<file path="config.mk">
export PLATFORM = sky130hd
export DESIGN_NAME = afs_frame_sync_gen
export DESIGN_NICKNAME = d
export VERILOG_FILES = /design/src/rtl/afs_pkg.sv /design/src/rtl/afs_bclk_div.sv /design/src/rtl/afs_frame_ctr.sv /design/src/rtl/afs_frame_sync_gen.sv
export SDC_FILE = /design/constraint.sdc
export NUM_CORES = 1
export LEC_CHECK = 0
export ABC_AREA = 1
export BUFFER_PORTS_ARGS = -buffer_cell sky130_fd_sc_hd__clkbuf_2
export CAP_MARGIN = 10
export CORE_MARGIN = 2
export CORE_UTILIZATION = 49
export CTS_CLUSTER_SIZE = 28
export DETAILED_ROUTE_END_ITERATION = 7
export PLACE_DENSITY_LB_ADDON = 0.15
export REMOVE_ABC_BUFFERS = 1
export SYNTH_ARGS = -nofsm -noshare
export SYNTH_HDL_FRONTEND = slang
export SYNTH_HIERARCHICAL = 1
export SYNTH_SLANG_ARGS = --single-unit
</file>
<file path="constraint.sdc">
create_clock -name clk -period 2.9 [get_ports clk]
set_input_delay 0.58 -clock clk [delete_from_list [all_inputs] [get_ports clk]]
set_output_delay 0.58 -clock clk [all_outputs]
set_load 0.005 [all_outputs]
</file>
<file path="src/rtl/afs_pkg.sv">
`timescale 1ns/1ps
package afs_pkg;

    // Source of the frame-sync active width
    typedef enum logic [1:0] {
        FS_FMT_FIELD = 2'd0,   // explicit width field
        FS_FMT_HALF  = 2'd1,   // half the frame
        FS_FMT_PULSE = 2'd2,   // one bit period
        FS_FMT_PULSE2 = 2'd3   // one bit period (alias)
    } fs_fmt_e;

endpackage

</file>
<file path="src/rtl/afs_bclk_div.sv">
`timescale 1ns/1ps
module afs_bclk_div #(
    parameter int DIV_W = 8
) (
    input  logic             clk,
    input  logic             rst,
    input  logic [DIV_W-1:0] div_m1,
    output logic [DIV_W-1:0] cnt,
    output logic             tick,
    output logic             phase_hi
);
    logic [DIV_W:0] span;

    assign span     = {1'b0, div_m1} + 1'b1;
    assign tick     = (cnt == div_m1);
    assign phase_hi = ({1'b0, cnt} >= (span >> 1));

    always_ff @(posedge clk) begin
        if (rst)       cnt <= '0;
        else if (tick) cnt <= '0;
        else           cnt <= cnt + 1'b1;
    end

    AST_DIV_BOUND: assert property (@(posedge clk) disable iff (rst)
        cnt <= div_m1);
endmodule

</file>
<file path="src/rtl/afs_frame_ctr.sv">
`timescale 1ns/1ps
module afs_frame_ctr
    import afs_pkg::*;
#(
    parameter int FRM_W = 9
) (
    input  logic             clk,
    input  logic             rst,
    input  logic             tick,
    input  logic [FRM_W-1:0] per_m1,
    input  logic [FRM_W-1:0] wid_m1,
    input  fs_fmt_e          fmt,
    output logic [FRM_W-1:0] cnt,
    output logic             wrap,
    output logic             active
);
    logic [FRM_W:0]   half_len;
    logic [FRM_W-1:0] eff_w;

    assign half_len = ({1'b0, per_m1} + 1'b1) >> 1;

    always_comb begin
        unique case (fmt)
            FS_FMT_FIELD: eff_w = wid_m1;
            FS_FMT_HALF:  eff_w = (per_m1 == '0) ? '0 : FRM_W'(half_len - 1'b1);
            default:      eff_w = '0;
        endcase
    end

    assign wrap   = tick && (cnt == per_m1);
    assign active = (cnt <= eff_w);

    always_ff @(posedge clk) begin
        if (rst)       cnt <= '0;
        else if (wrap) cnt <= '0;
        else if (tick) cnt <= cnt + 1'b1;
    end

    AST_FRM_HOLD: assert property (@(posedge clk) disable iff (rst)
        !tick |=> $stable(cnt));
    AST_FRM_BOUND: assert property (@(posedge clk) disable iff (rst)
        cnt <= per_m1);
endmodule

</file>
<file path="src/rtl/afs_frame_sync_gen.sv">
`timescale 1ns/1ps
module afs_frame_sync_gen
    import afs_pkg::*;
#(
    parameter int DIV_W = 8,
    parameter int FRM_W = 9
) (
    input  logic             clk,
    input  logic             rst,
    input  logic [DIV_W-1:0] cfg_div_m1,
    input  logic [FRM_W-1:0] cfg_per_m1,
    input  logic [FRM_W-1:0] cfg_wid_m1,
    input  logic [1:0]       cfg_fmt,
    input  logic             cfg_bclk_inv,
    input  logic             cfg_fs_inv,
    output logic             bclk_o,
    output logic             fsync_o,
    output logic             frame_start_o
);
    typedef struct packed {
        logic [DIV_W-1:0] div_m1;
        logic [FRM_W-1:0] per_m1;
        logic [FRM_W-1:0] wid_m1;
        fs_fmt_e          fmt;
        logic             bclk_inv;
        logic             fs_inv;
    } cfg_t;

    cfg_t             live, shadow;
    logic [DIV_W-1:0] dcnt;
    logic [FRM_W-1:0] fcnt;
    logic             tick, phase_hi, wrap, active, boundary;

    assign live = '{div_m1: cfg_div_m1, per_m1: cfg_per_m1, wid_m1: cfg_wid_m1,
                    fmt: fs_fmt_e'(cfg_fmt), bclk_inv: cfg_bclk_inv, fs_inv: cfg_fs_inv};

    // settings change only where a frame ends
    assign boundary = wrap;

    always_ff @(posedge clk) begin
        if (rst || boundary) shadow <= live;
    end

    afs_bclk_div #(.DIV_W(DIV_W)) u_div (
        .clk      (clk),
        .rst      (rst),
        .div_m1   (shadow.div_m1),
        .cnt      (dcnt),
        .tick     (tick),
        .phase_hi (phase_hi)
    );

    afs_frame_ctr #(.FRM_W(FRM_W)) u_frm (
        .clk    (clk),
        .rst    (rst),
        .tick   (tick),
        .per_m1 (shadow.per_m1),
        .wid_m1 (shadow.wid_m1),
        .fmt    (shadow.fmt),
        .cnt    (fcnt),
        .wrap   (wrap),
        .active (active)
    );

    assign bclk_o        = phase_hi ^ shadow.bclk_inv;
    assign fsync_o       = ~active ^ shadow.fs_inv;
    assign frame_start_o = (dcnt == '0) && (fcnt == '0);

    AST_CFG_HOLD: assert property (@(posedge clk) disable iff (rst)
        !boundary |=> $stable(shadow));
    AST_START_ACTIVE: assert property (@(posedge clk) disable iff (rst)
        frame_start_o |-> (fsync_o == shadow.fs_inv));
    AST_START_PULSE: assert property (@(posedge clk) disable iff (rst)
        (frame_start_o && shadow.div_m1 != '0) |=> !frame_start_o);
    AST_BCLK_START: assert property (@(posedge clk) disable iff (rst)
        frame_start_o |-> (bclk_o == shadow.bclk_inv));
endmodule

</file>
* After elaboration in Yosys (flattened, before gate mapping) *
Index checks and enable logic that the tools add are counted.

cells by class
  add/subtract/negate cells = 5
  magnitude comparators = 2
  eq/ne operators = 3
  muxes and demuxes = 2
  bitwise gates (word level) = 3
  reduce and logical (&&, ||, !) cells = 9

operator list
  operator                                                            count
  9-bit logical NOT                                                   2
  9-bit one-hot mux with 2 select lines                               1
  9-bit by 1-bit adder with 10-bit output, second input constant      1
  8-bit by 1-bit adder with 9-bit output, second input constant       1
  9-bit by 1-bit adder with 9-bit output, second input constant       1
  9-bit == test                                                       1
  9-bit <= comparator                                                 1
  9-bit two-way mux                                                   1
  9-bit by 1-bit subtractor with 9-bit output, second input constant  1
  8-bit by 1-bit adder with 8-bit output, second input constant       1
  8-bit == test                                                       1
  8-bit >= comparator                                                 1
  8-bit logical NOT                                                   1
  2-bit OR reduction                                                  2
  2-bit by 1-bit == test with 1-bit output, second input constant     1
  1-bit logical AND                                                   2
  2-bit logical NOT                                                   1
  1-bit bitwise XOR                                                   2
  1-bit logical OR                                                    1
  1-bit NOT                                                           1

storage, ports and cells
  register bits = 47
  input bits = 32
  output and inout port bits = 3
  word-level logic and storage cells = 32

* Longest topological paths before layout *
  depth after elaboration = 7
  depth in mapped cells = 21
  depth with buffers taken out = 21

* By module *
The synthesis kept the hierarchy.

by module, submodules not included
  module              instances  cells each  area an instance (sq um)  sequential area each (sq um)
  afs_frame_ctr       1          213         1287.5                    180.2
  afs_frame_sync_gen  1          50          993.5                     900.9
  afs_bclk_div        1          112         762.0                     160.2

* Worst setup path after synthesis *
OpenSTA, ideal clock, no wires.

  kind = register to output
  start = reg shadow[13] (netlist bit)
  end = out fsync_o
  arrival time = 2529 ps
  required time = 2320 ps
  slack = -209 ps
  stages on the path, launching flop included = 21
  buffers on the path = 0
  path through = edfxtp_1 ha_1 nand2_1 inv_2 nor2_1 clkinv_1 ha_1 inv_1 nor2_1 nand2_1 nor2_2 nand2_1 nand2_1 o21a_1 ha_1 nand2_1 nor2_1 nand4_1 nor2_1 o22ai_1 xnor2_1

on the way
  word-level cells in the longest chain between the ends = 7
  elaborated cells between the ends (all ways) = 8
  those cells by class = add/sub (2); order compare (1); mux (2); bitwise (2); reduce/logical (1)

ends and longest elaborated chain
  what                                         RTL line                  text
  start: declaration                           afs_frame_sync_gen.sv:29  cfg_t live, shadow;
  start signal: assignment                     afs_frame_sync_gen.sv:41  if (rst || boundary) shadow <= live;
  9-bit by 1-bit adder with 10-bit output      afs_frame_ctr.sv:20       assign half_len = ({1'b0, per_m1} + 1'b1) >> 1;
  9-bit by 1-bit subtractor with 9-bit output  afs_frame_ctr.sv:25       FS_FMT_HALF: eff_w = (per_m1 == '0) ? '0 : FRM_W'(half_len - 1'b1);
  9-bit two-way mux *                          afs_frame_ctr.sv:25
  9-bit one-hot mux with 2 select lines *      afs_frame_ctr.sv:23       unique case (fmt)
  9-bit <= comparator *                        afs_frame_ctr.sv:31       assign active = (cnt <= eff_w);
  via active                                   afs_frame_sync_gen.sv:32  logic tick, phase_hi, wrap, active, boundary;
  1-bit NOT *                                  afs_frame_sync_gen.sv:66  assign fsync_o = ~active ^ shadow.fs_inv;
  1-bit bitwise XOR *                          afs_frame_sync_gen.sv:66
  end: declaration                             afs_frame_sync_gen.sv:17  output logic fsync_o,

The timed path passes the listed nets; every way through them passes the cells marked *.

* Worst setup path in the final report *
Same ends and word-level chain as after synthesis.

==> results.rst <==
.. list-table::
   :header-rows: 1

   * - Metric
     - Value
   * - Sequential area share after synthesis
     - 0.408
   * - Total number of yosys warnings
     - 6
   * - Clock transition at path regs
     - 0.09 ns
   * - Area of the core region
     - 5960 µm²
   * - Number of top-level pins
     - 35
   * - H-tree levels
     - 2
   * - Average instance area after synthesis
     - roughly 8.1 µm²
   * - Port Buffers
     - 34
   * - Worst endpoint data arrival time
     - around 3 ns
   * - Max-cap violations
     - 0
   * - EDFF count, synth
     - 30
   * - Wire length on met3
     - 244 µm
   * - Area fraction of the dominant cell type after synthesis
     - 0.296
   * - Routed length on met2
     - about 3100 µm
   * - LEAKAGE
     - 0.00169 µW
   * - Antenna violations before repair
     - 0
   * - Max FO, Critical Path
     - 3
   * - Final Cycle Share
     - 1.25
   * - Initial standard-cell utilization of the core
     - 0.511
   * - Total placed cells including tap cells
     - 508
   * - Peak Freq
     - around 280 MHz
   * - TritonCTS clock tree
     - done
   * - Max-slew violation count
     - 0
   * - Met1 wire length
     - 3200 µm
   * - Yosys top cell by area
     - sky130_fd_sc_hd__edfxtp_1
   * - Fraction of layout instances using a drive strength above 1
     - 0.293
   * - Worst-margin pin slew
     - 0.378 ns
   * - Dpl ws
     - -0.464 ns
   * - Kind of start point of the critical path
     - register
   * - Power density relative to cell area
     - about 410 nW/µm²
   * - Final Net Count
     - 504
   * - Failing checks
     - negative setup slack
   * - Yosys cell types
     - 36
   * - DIE HEIGHT
     - approximately 83 µm
   * - Final Critical Period
     - 3.61 ns
   * - Final GP Congestion
     - 0.866
   * - Diode count
     - 0
   * - Synthesized area
     - 3040 µm²
   * - Synthesis-to-layout area growth
     - 26.1%
   * - Std cell rows
     - 28
   * - Count of state elements after synthesis
     - 47
   * - Average wire per standard cell
     - 12.5 µm
   * - Final hold slack
     - ~0.45 ns
   * - Capturing element type of the critical path
     - primary output
   * - Congestion Overflow GR
     - 0
   * - Number of design-rule violations left by the first detailed-router iteration
     - 92
   * - Clock network latency to the later pin of the worst-skew pair
     - 0.30 ns
   * - Final setup violating endpoints
     - 1
   * - Number of hold violations in the final report
     - 0
   * - TritonCTS Buffers
     - 5
   * - Crit path setup slack, layout
     - -0.715 ns
   * - Remaining number of nets flagged by the antenna check after routing
     - 0
   * - Number of detailed-route iterations in the first pass
     - 4
   * - IR drop worst, VDD
     - 0.280 mV
   * - Length in cells of the worst reg-to-reg path
     - 15
   * - Global-route wire length before repair
     - 10,600 µm
   * - Layout Cell Area excl Fill
     - 3840 µm²
   * - Fill count
     - 533
   * - Accumulated negative setup slack
     - -0.715 ns
   * - Total via count in the routed design
     - 2,605
   * - HPWL after DPL
     - 4750 µm
   * - GR Util All Layers
     - 0.187
   * - Critical path class
     - register to primary output
   * - Critical path data required time
     - 2.32 ns
   * - X dimension of the die
     - 82.8 µm
   * - Cell Area, Placed
     - 3490 µm²
   * - Maximum number of pins on one net before global-route repair
     - 31
   * - Mean number of vias per cell
     - just under 5
   * - Slew margin rel.
     - 0.748
   * - Synth top area cells
     - sky130_fd_sc_hd__edfxtp_1 (30%), sky130_fd_sc_hd__nand2_1 (12%), sky130_fd_sc_hd__dfxtp_1 (11%)
   * - Hold Path Stages
     - 1
   * - Result of the run
     - finished with violations
   * - Highest routed metal layer
     - met4
   * - Total Routed Length
     - ~6600 µm
   * - Clock root buffer master
     - sky130_fd_sc_hd__clkbuf_8
   * - Total Die Area
     - 6860 µm²
   * - Type of the worst min-delay path
     - input pin to register
   * - Post-CTS Hold Buffers
     - 0
   * - RSZ-0062 raised after global routing
     - true
   * - Ys flop type
     - sky130_fd_sc_hd__edfxtp_1
   * - Vias in the first global route
     - 2,395
   * - Worst-case clock skew
     - 0.0133 ns
   * - Clock net sink count
     - 47
   * - Maximum count of clock buffers along a single path
     - 2
   * - Non-Filler Instances
     - between 500 and 600
   * - DRC violations left
     - 0
   * - Ys async rst share
     - 0
   * - Synth Instances
     - 375
==> layout make-up <==
type                            count  area [µm²]  share of cell area
Clock inverter                      1        6.26             0.00163
Sequential cell                    47        1240               0.324
Tap cell                           75        93.8              0.0245
Clock buffer                        7        97.6              0.0254
Timing Repair Buffer               68         433               0.113
Multi-Input combinational cell    279        1780               0.465
Inverter                           48         180              0.0470
==> logic make-up after synthesis <==
| family | synth area share |
|---|---|
| xor gates and xnor gates | 0.0748 |
| and+or+nand+nor | 0.306 |
| muxes | 0.00329 |
| DFF | 0.408 |
| AOI/OAI and AO/OA | 0.0518 |
| buffers and inverters | 0.0617 |
| adders and majority gates | 0.0946 |
==> metal layers <==
metal	global-route usage	up-vias
li1	-	1365
met1	0.266	1189
met4	0.0343	0
met3	0.0368	4
met5	0	-
met2	0.300	47
==> synthesized netlist by cell type, types with 3 or more instances <==
master	n
sky130_fd_sc_hd__inv_1	43
sky130_fd_sc_hd__inv_2	4
sky130_fd_sc_hd__ha_1	23
sky130_fd_sc_hd__xor2_1	13
sky130_fd_sc_hd__nor2_1	47
sky130_fd_sc_hd__nor3_1	3
sky130_fd_sc_hd__o21ai_0	7
sky130_fd_sc_hd__dfxtp_1	17
sky130_fd_sc_hd__nand3_1	20
sky130_fd_sc_hd__nand2_2	6
sky130_fd_sc_hd__a21oi_1	11
sky130_fd_sc_hd__edfxtp_1	30
sky130_fd_sc_hd__nand3_2	3
sky130_fd_sc_hd__nor2_4	3
sky130_fd_sc_hd__nand2_1	95
sky130_fd_sc_hd__nor2_2	8
sky130_fd_sc_hd__nand4_1	7
sky130_fd_sc_hd__xnor2_1	13
sky130_fd_sc_hd__nor3b_1	3
==> final timing paths <==
| check | from | slack (ns) | to |
|---|---|---|---|
| max | shadow[13] | -0.71 | fsync_o |
| min | cfg_wid_m1[5] | 0.45 | shadow[9] |
| max reg2reg | shadow[22] | 0.35 | shadow[26] |
| min reg2reg | u_div/cnt[0] | 0.51 | u_div/cnt[0] |
==> state kept, by name, indices dropped and copies added, names as in the netlist <==
signal and count:
shadow 30, u_div/cnt 8, u_frm/cnt 9
==> cells in the final DEF, fill, tap and decap left out, types with 5 or more instances in the layout <==
cell type                  synthesis  routed
sky130_fd_sc_hd__dfxtp_1          17      17
sky130_fd_sc_hd__a21oi_1          11      10
sky130_fd_sc_hd__o21ai_0           7       5
sky130_fd_sc_hd__buf_4             1      32
sky130_fd_sc_hd__clkbuf_8          0       5
sky130_fd_sc_hd__ha_4              0       5
sky130_fd_sc_hd__nand3_1          20      18
sky130_fd_sc_hd__nand2_1          95      92
sky130_fd_sc_hd__clkbuf_2          0      32
sky130_fd_sc_hd__nand2_2           6       7
sky130_fd_sc_hd__nor2_4            3       6
sky130_fd_sc_hd__nor2_2            8      12
sky130_fd_sc_hd__ha_1             23      17
sky130_fd_sc_hd__xor2_1           13      12
sky130_fd_sc_hd__edfxtp_1         30      30
sky130_fd_sc_hd__nor2_1           47      40
sky130_fd_sc_hd__xnor2_1          13      13
sky130_fd_sc_hd__nand4_1           7       7
sky130_fd_sc_hd__inv_1            43      39
sky130_fd_sc_hd__inv_2             4       9
==> per-stage QoR <==
step            util  total power, µW
3_3_place_gp   0.586             1090
6_report       0.644             1590
3_5_place_dp   0.586             1100
4_1_cts        0.615             1560
5_1_grt        0.644             1680
2_1_floorplan      -              980
==> where the power goes <==
part	internal [µW]	switching, µW	total (µW)	leakage (µW)
logic	168	187	355	0.00120
registers	753	37.8	791	0.000431
clock network	224	219	442	0.0000539
==> repair_timing <==
| action | CTS | global route |
|---|---|---|
| setup endpoints to repair | 2 | 2 |
| gates resized for setup | 9 | 34 |
| pin swaps | 7 | 23 |
| buffers inserted | 5 | 4 |
==> critical path, stage by stage (launching register included) <==
cell and delay, ns:
sky130_fd_sc_hd__edfxtp_1 0.44, sky130_fd_sc_hd__ha_2 0.23, sky130_fd_sc_hd__nand2_1 0.08, sky130_fd_sc_hd__inv_2 0.04
sky130_fd_sc_hd__nor2_2 0.11, sky130_fd_sc_hd__inv_2 0.06, sky130_fd_sc_hd__ha_4 0.17, sky130_fd_sc_hd__inv_2 0.05
sky130_fd_sc_hd__nor2_1 0.03, sky130_fd_sc_hd__nand2_1 0.08, sky130_fd_sc_hd__nor2_2 0.06, sky130_fd_sc_hd__nand2_1 0.06
sky130_fd_sc_hd__nand2_1 0.05, sky130_fd_sc_hd__o21a_1 0.21, sky130_fd_sc_hd__ha_4 0.28, sky130_fd_sc_hd__nand2_4 0.05
sky130_fd_sc_hd__nor2_4 0.10, sky130_fd_sc_hd__nand4_1 0.13, sky130_fd_sc_hd__nor2_1 0.15, sky130_fd_sc_hd__o22ai_2 0.10
sky130_fd_sc_hd__xnor2_1 0.14, sky130_fd_sc_hd__buf_2 0.13
Note: power is estimated with default switching activity, not from simulation.
